### src/rtl/wdt_guard_pkg.sv
package wdt_guard_pkg;
  localparam int unsigned CNT_W_DEF   = 16;
  localparam int unsigned RLD_W_DEF   = 8;
  localparam int unsigned DIV_LO_DEF  = 2;
  localparam int unsigned DIV_HI_DEF  = 128;
  localparam int unsigned PULSE_DEF   = 16;

  typedef enum logic {
    PSC_FAST = 1'b0,
    PSC_SLOW = 1'b1
  } psc_sel_e;
endpackage

### src/rtl/wdt_prescaler.sv
module wdt_prescaler
  import wdt_guard_pkg::*;
#(
  parameter int unsigned DIV_LO = DIV_LO_DEF,
  parameter int unsigned DIV_HI = DIV_HI_DEF
) (
  input  logic clk_i,
  input  logic rst_ni,
  input  logic clr_i,
  input  logic run_i,
  input  logic sel_i,
  output logic tick_o
);
  localparam int unsigned PSC_W = $clog2(DIV_HI);
  localparam logic [PSC_W-1:0] LIM_LO = PSC_W'(DIV_LO - 1);
  localparam logic [PSC_W-1:0] LIM_HI = PSC_W'(DIV_HI - 1);

  logic [PSC_W-1:0] psc_q;
  logic [PSC_W-1:0] lim;
  logic             wrap;

  assign lim    = (psc_sel_e'(sel_i) == PSC_SLOW) ? LIM_HI : LIM_LO;
  assign wrap   = (psc_q >= lim);
  assign tick_o = run_i & ~clr_i & wrap;

  always_ff @(posedge clk_i or negedge rst_ni) begin
    if (!rst_ni)    psc_q <= '0;
    else if (clr_i) psc_q <= '0;
    else if (run_i) psc_q <= wrap ? '0 : psc_q + PSC_W'(1);
  end

  // divisors are at least 2, so ticks never come back to back
  assert_tick_gap_R2: assert property (@(posedge clk_i) disable iff (!rst_ni)
    tick_o |=> !tick_o);
endmodule

### src/rtl/wdt_count.sv
module wdt_count
  import wdt_guard_pkg::*;
#(
  parameter int unsigned CNT_W = CNT_W_DEF,
  parameter int unsigned RLD_W = RLD_W_DEF
) (
  input  logic             clk_i,
  input  logic             rst_ni,
  input  logic             clear_i,
  input  logic             load_i,
  input  logic [RLD_W-1:0] reload_i,
  input  logic             tick_i,
  output logic [CNT_W-1:0] count_o,
  output logic             ovf_o
);
  localparam int unsigned LO_W = CNT_W - RLD_W;

  logic [CNT_W-1:0] cnt_q;

  assign count_o = cnt_q;
  assign ovf_o   = tick_i & ~load_i & (&cnt_q);

  always_ff @(posedge clk_i or negedge rst_ni) begin
    if (!rst_ni)      cnt_q <= '0;
    else if (clear_i) cnt_q <= '0;
    else if (load_i)  cnt_q <= {reload_i, {LO_W{1'b0}}};
    else if (tick_i)  cnt_q <= cnt_q + CNT_W'(1);
  end

  assert_load_R3: assert property (@(posedge clk_i) disable iff (!rst_ni)
    (load_i && !clear_i) |=> (count_o == {$past(reload_i), {LO_W{1'b0}}}));
endmodule

### src/rtl/wdt_ctrl.sv
module wdt_ctrl (
  input  logic clk_i,
  input  logic rst_ni,
  input  logic hold_i,
  input  logic restart_i,
  input  logic dis_i,
  input  logic init_i,
  output logic en_o
);
  logic en_q;
  logic lock_q;

  assign en_o = en_q;

  always_ff @(posedge clk_i or negedge rst_ni) begin
    if (!rst_ni) begin
      en_q   <= 1'b1;
      lock_q <= 1'b0;
    end else if (restart_i) begin
      en_q   <= 1'b1;
      lock_q <= 1'b0;
    end else if (!hold_i) begin
      // lock is seen from the register: same-cycle disable still lands
      if (dis_i && !lock_q) en_q <= 1'b0;
      if (init_i)           lock_q <= 1'b1;
    end
  end

  assert_lock_R6: assert property (@(posedge clk_i) disable iff (!rst_ni)
    (lock_q && !restart_i) |=> (en_q == $past(en_q)));
endmodule

### src/rtl/wdt_pulse.sv
module wdt_pulse
  import wdt_guard_pkg::*;
#(
  parameter int unsigned PULSE_LEN = PULSE_DEF
) (
  input  logic clk_i,
  input  logic rst_ni,
  input  logic fire_i,
  output logic active_o,
  output logic restart_o
);
  localparam int unsigned PLS_W = $clog2(PULSE_LEN + 1);

  logic [PLS_W-1:0] cnt_q;

  assign active_o  = (cnt_q != '0);
  assign restart_o = (cnt_q == PLS_W'(1));

  always_ff @(posedge clk_i or negedge rst_ni) begin
    if (!rst_ni)       cnt_q <= '0;
    else if (fire_i)   cnt_q <= PLS_W'(PULSE_LEN);
    else if (active_o) cnt_q <= cnt_q - PLS_W'(1);
  end

  assert_pulse_step_R7: assert property (@(posedge clk_i) disable iff (!rst_ni)
    (active_o && !fire_i) |=> (cnt_q == $past(cnt_q) - PLS_W'(1)));
endmodule

### src/rtl/wdt_guard.sv
module wdt_guard
  import wdt_guard_pkg::*;
#(
  parameter int unsigned CNT_W     = CNT_W_DEF,
  parameter int unsigned RLD_W     = RLD_W_DEF,
  parameter int unsigned DIV_LO    = DIV_LO_DEF,
  parameter int unsigned DIV_HI    = DIV_HI_DEF,
  parameter int unsigned PULSE_LEN = PULSE_DEF
) (
  input  logic             clk_i,
  input  logic             rst_ni,
  input  logic             service_i,
  input  logic             disable_i,
  input  logic             init_done_i,
  input  logic [RLD_W-1:0] reload_i,
  input  logic             prescale_sel_i,
  output logic [CNT_W-1:0] count_o,
  output logic             reset_req_o,
  output logic             reset_no
);
  logic active;
  logic restart;
  logic en;
  logic svc;
  logic run;
  logic tick;
  logic ovf;

  assign svc = service_i & ~active;
  assign run = en & ~active;

  wdt_ctrl u_ctrl (
    .clk_i     (clk_i),
    .rst_ni    (rst_ni),
    .hold_i    (active),
    .restart_i (restart),
    .dis_i     (disable_i),
    .init_i    (init_done_i),
    .en_o      (en)
  );

  wdt_prescaler #(.DIV_LO(DIV_LO), .DIV_HI(DIV_HI)) u_psc (
    .clk_i  (clk_i),
    .rst_ni (rst_ni),
    .clr_i  (svc | restart),
    .run_i  (run),
    .sel_i  (prescale_sel_i),
    .tick_o (tick)
  );

  wdt_count #(.CNT_W(CNT_W), .RLD_W(RLD_W)) u_cnt (
    .clk_i    (clk_i),
    .rst_ni   (rst_ni),
    .clear_i  (restart),
    .load_i   (svc),
    .reload_i (reload_i),
    .tick_i   (tick),
    .count_o  (count_o),
    .ovf_o    (ovf)
  );

  wdt_pulse #(.PULSE_LEN(PULSE_LEN)) u_pls (
    .clk_i     (clk_i),
    .rst_ni    (rst_ni),
    .fire_i    (ovf),
    .active_o  (active),
    .restart_o (restart)
  );

  assign reset_req_o = active;
  assign reset_no    = ~active;

  assert_svc_wins_R8: assert property (@(posedge clk_i) disable iff (!rst_ni)
    (service_i && !reset_req_o) |=> !reset_req_o);

  assert_frozen_R5: assert property (@(posedge clk_i) disable iff (!rst_ni)
    (!en && !service_i && !reset_req_o) |=> $stable(count_o));
endmodule

### config.mk
export PLATFORM = sky130hd
export DESIGN_NAME = wdt_guard
export DESIGN_NICKNAME = d
export VERILOG_FILES = /design/src/rtl/wdt_guard_pkg.sv /design/src/rtl/wdt_prescaler.sv /design/src/rtl/wdt_count.sv /design/src/rtl/wdt_ctrl.sv /design/src/rtl/wdt_pulse.sv /design/src/rtl/wdt_guard.sv
export SDC_FILE = /design/constraint.sdc
export NUM_CORES = 1
export LEC_CHECK = 0
export ABC_AREA = 1
export BUFFER_PORTS_ARGS = -buffer_cell sky130_fd_sc_hd__buf_2
export CORE_ASPECT_RATIO = 0.75
export CORE_MARGIN = 1.5
export CORE_UTILIZATION = 25
export DETAILED_ROUTE_END_ITERATION = 6
export GPL_ROUTABILITY_DRIVEN = 0
export PLACE_DENSITY = 0.48
export SETUP_SLACK_MARGIN = 0.05
export SYNTH_ARGS = -nofsm -noshare
export SYNTH_HDL_FRONTEND = slang
export SYNTH_HIERARCHICAL = 1
export SYNTH_SLANG_ARGS = --single-unit
### constraint.sdc
create_clock -name clk_i -period 6.5 [get_ports clk_i]
set_input_delay 1.3 -clock clk_i [delete_from_list [all_inputs] [get_ports clk_i]]
set_output_delay 1.3 -clock clk_i [all_outputs]
set_load 0.1 [all_outputs]
==> results.yml <==
synthesis:
  synth-edff-count: 0
  synth-seq-cells: 30
  yosys.area.top_type_share: 0.343
  synth_top_area_cell: "dfrtp_1"
  synthTopCellsByArea: "dfrtp_1 (34%), nand2_1 (13%), inv_1 (8.2%)"
  synthFlopType: "dfrtp_1"
  synth_cells: 296
  synth.avg_cell_area_um2: 7.15
  yosysWarnings: 6
  syn_area_um2: 2120
  syn_nets: 320
  postSynth.asyncResetShare: 1.00
  synth_seq_area_share: 0.355
  synth_cell_type_count: 33
sta:
  worstMarginPinSlew_ns: 1.08
  final.setup.tns_ns: 0
  rsz0062_at_grt: "no"
  setup_slack_ns: 2.95
  slew_violations: 0
  fin_skew_ns: 0.00360
  finalSetupViolations: 0
  slew_headroom: 0.274
  period_needed_ns: 3.55
  fmax_mhz: 282
  fin_crit_sh: 0.546
  hold_ws_ns: 0.459
  hold_viol: 0
drt:
  wl_met1_mm: 2.67
  vias: 1930
  drtAntennaViolNets: 0
  drcViolationCount: 0
  routedWlPerCell_um: 11.9
  wl_met3_um: 227
  first_pass_iters: 4
  vias_per_cell: 4.41
  route.met2.wl_mm: 2.28
  dr.first_iter.drc_count: 102
  top_layer: "met4"
  wl_mm: 5.20
critical_path:
  arrival_ns: 3.71
  slowest_stage: "a21boi_0"
  path_max_fanout: 7
  crit_top_cell: "nand2_1"
  start_kind: "input pin"
  crit_type: "input pin to flop"
  reg2reg_slack_ns: 3.31
  cp_slowest_stage_delay_ns: 0.87
  required_ns: 6.66
  crit_chain: "buf_2 -> inv_1 -> ha_1 -> nand2_1 -> nor2_1 -> nand3_2 -> a21boi_0 -> nand3_1 -> nor3_1 -> inv_1 -> nand2_1 -> o21bai_1 -> nand2_1"
  path_depth: 13
  cp-end-kind: "flop"
  crit_buf_inv: 3
  reg2reg_depth: 13
  crit_family: "compound AO/OA/AOI/OAI gates"
min_path:
  holdPathStages: 2
  hp-class: "flop to flop"
cts:
  tritoncts: "yes"
  cts_root_buf: "clkbuf_16"
  clkTransAtPathRegs_ns: 0.05
  cts.sinks: 30
  post_cts_buffers: 0
  cts_buffers: 5
  worstSkewPairLatency_ns: 0.27
  holdBufCountCts: 0
  htree_levels: 2
  clockBufferDepth: 2
  cts_resized: 0
placed_design:
  dp.cells: 430
  pre_cts_slack_ns: 2.64
  postPlaceCellArea_um2: 2390
  hpwl_mm: 3.76
  io_buffers: 31
job:
  maxCapViolCount: 0
floorplanning:
  die_y_um: 82.7
  die_area_um2: 9030
  die_width_um: 109
  coreArea_um2: 8060
  io_pins: 32
  initial_core_util: 0.263
  num_rows: 28
cells_and_area:
  layout_commonest_cell: "nand2_1"
  fin_cells: 438
  antennaDiodeCount: 0
  nets: 356
  final_area_um2: 2540
  num-fill-cells: 896
  drive_gt1_frac: 0.189
  syn_to_final_growth_pct: 20.1
  finalCoreUtilization: 0.315
  layout_common_cells: "nand2_1 (75), inv_1 (46), nor2_1 (42), buf_2 (31), dfrtp_1 (29)"
grt:
  grt_pass1_vias: 1805
  gr-usage-all-layers: 0.127
  grt_pass1_wl_mm: 8.74
  antenna_found_initial: 0
  grt_overflow: 0
  grt_max_degree: 31
outcome:
  outcome: "complete, no violations"
pwr:
  p_per_area_nw_per_um2: 213
  fin_total_pwr_uw: 542
  irDropWorstVdd_mv: 0.0921
  leakage_nw: 1.31
path summary, 6_finish.rpt:
path                                       startpoint                            to
min in group asynchronous                      rst_ni  u_cnt/count_o[4]$_DFFE_PN0P_
min                           u_ctrl/en_o$_DFFE_PN1P_       u_ctrl/en_o$_DFFE_PN1P_
min reg2reg                   u_ctrl/en_o$_DFFE_PN1P_       u_ctrl/en_o$_DFFE_PN1P_
max in group asynchronous                      rst_ni     u_ctrl/lock_q$_DFFE_PN0P_
max                                    prescale_sel_i    u_pls/cnt_q[3]$_DFFE_PN0P_
max reg2reg                u_pls/cnt_q[0]$_DFFE_PN0P_    u_pls/cnt_q[3]$_DFFE_PN0P_
state kept, by name (all words and copies together), names as in the netlist:
name	cells
u_cnt/count_o	16
u_psc/psc_q	7
u_pls/cnt_q	5
u_ctrl/en_o	1
u_ctrl/lock_q	1
cells in the mapped netlist (2+ instances only):
library cell and instances:
nand3_1 22, inv_1 46, o21bai_1 8, inv_2 3, o21ai_0 4, nand2_1 75, dfrtp_1 29, a21oi_1 10
nand4_1 8, ha_1 10, xor2_1 4, nor2_4 3, nor2_1 42, nand3_4 2, nand2_4 2, nand2_2 4
o21ai_1 5, nand3_2 2, nor2_2 3
final cells by class:
cell class	count	area (µm²)	area share
inverter	51	196	0.0773
clock inverter	1	5.00	0.00197
multi-input combinational	213	1160	0.456
tap	105	131	0.0517
sequential	30	752	0.296
timing repair buffer	31	155	0.0611
clock buffer	7	143	0.0561
power by group:
| group | internal (mW) | total [mW] | switching (mW) |
|---|---|---|---|
| clock | 0.152 | 0.235 | 0.0834 |
| sequential | 0.195 | 0.207 | 0.0116 |
| combinational | 0.0208 | 0.100 | 0.0792 |
logic make-up (layout without fill, tap and decap cells):
logic type               Yosys count  count (layout)  synth area share
adder cells (fa/ha/maj)           10              10            0.0591
buffers and inverters             53              90            0.0970
flip-flops                        30              30             0.355
XOR/XNOR                           5               5            0.0207
AND/OR/NAND/NOR                  168             168             0.379
AO/OA/AOI/OAI                     30              30            0.0887
worst register-to-register path, delay by kind of cell, from the launching register on:
kind / cells / cell delay [ns]
adders and majority gates: 1 / 0.25
buffers and inverters: 3 / 0.32
and+or+nand+nor: 7 / 1.12
DFF: 1 / 0.39
AOI/OAI and AO/OA: 2 / 0.99
metal layers:
| layer | up-vias | track usage |
|---|---|---|
| li1 | 1008 | - |
| met3 | 2 | 0.0330 |
| met5 | - | 0 |
| met4 | 0 | 0.0247 |
| met2 | 34 | 0.208 |
| met1 | 886 | 0.171 |
Note: power is estimated with default switching activity, not from simulation.
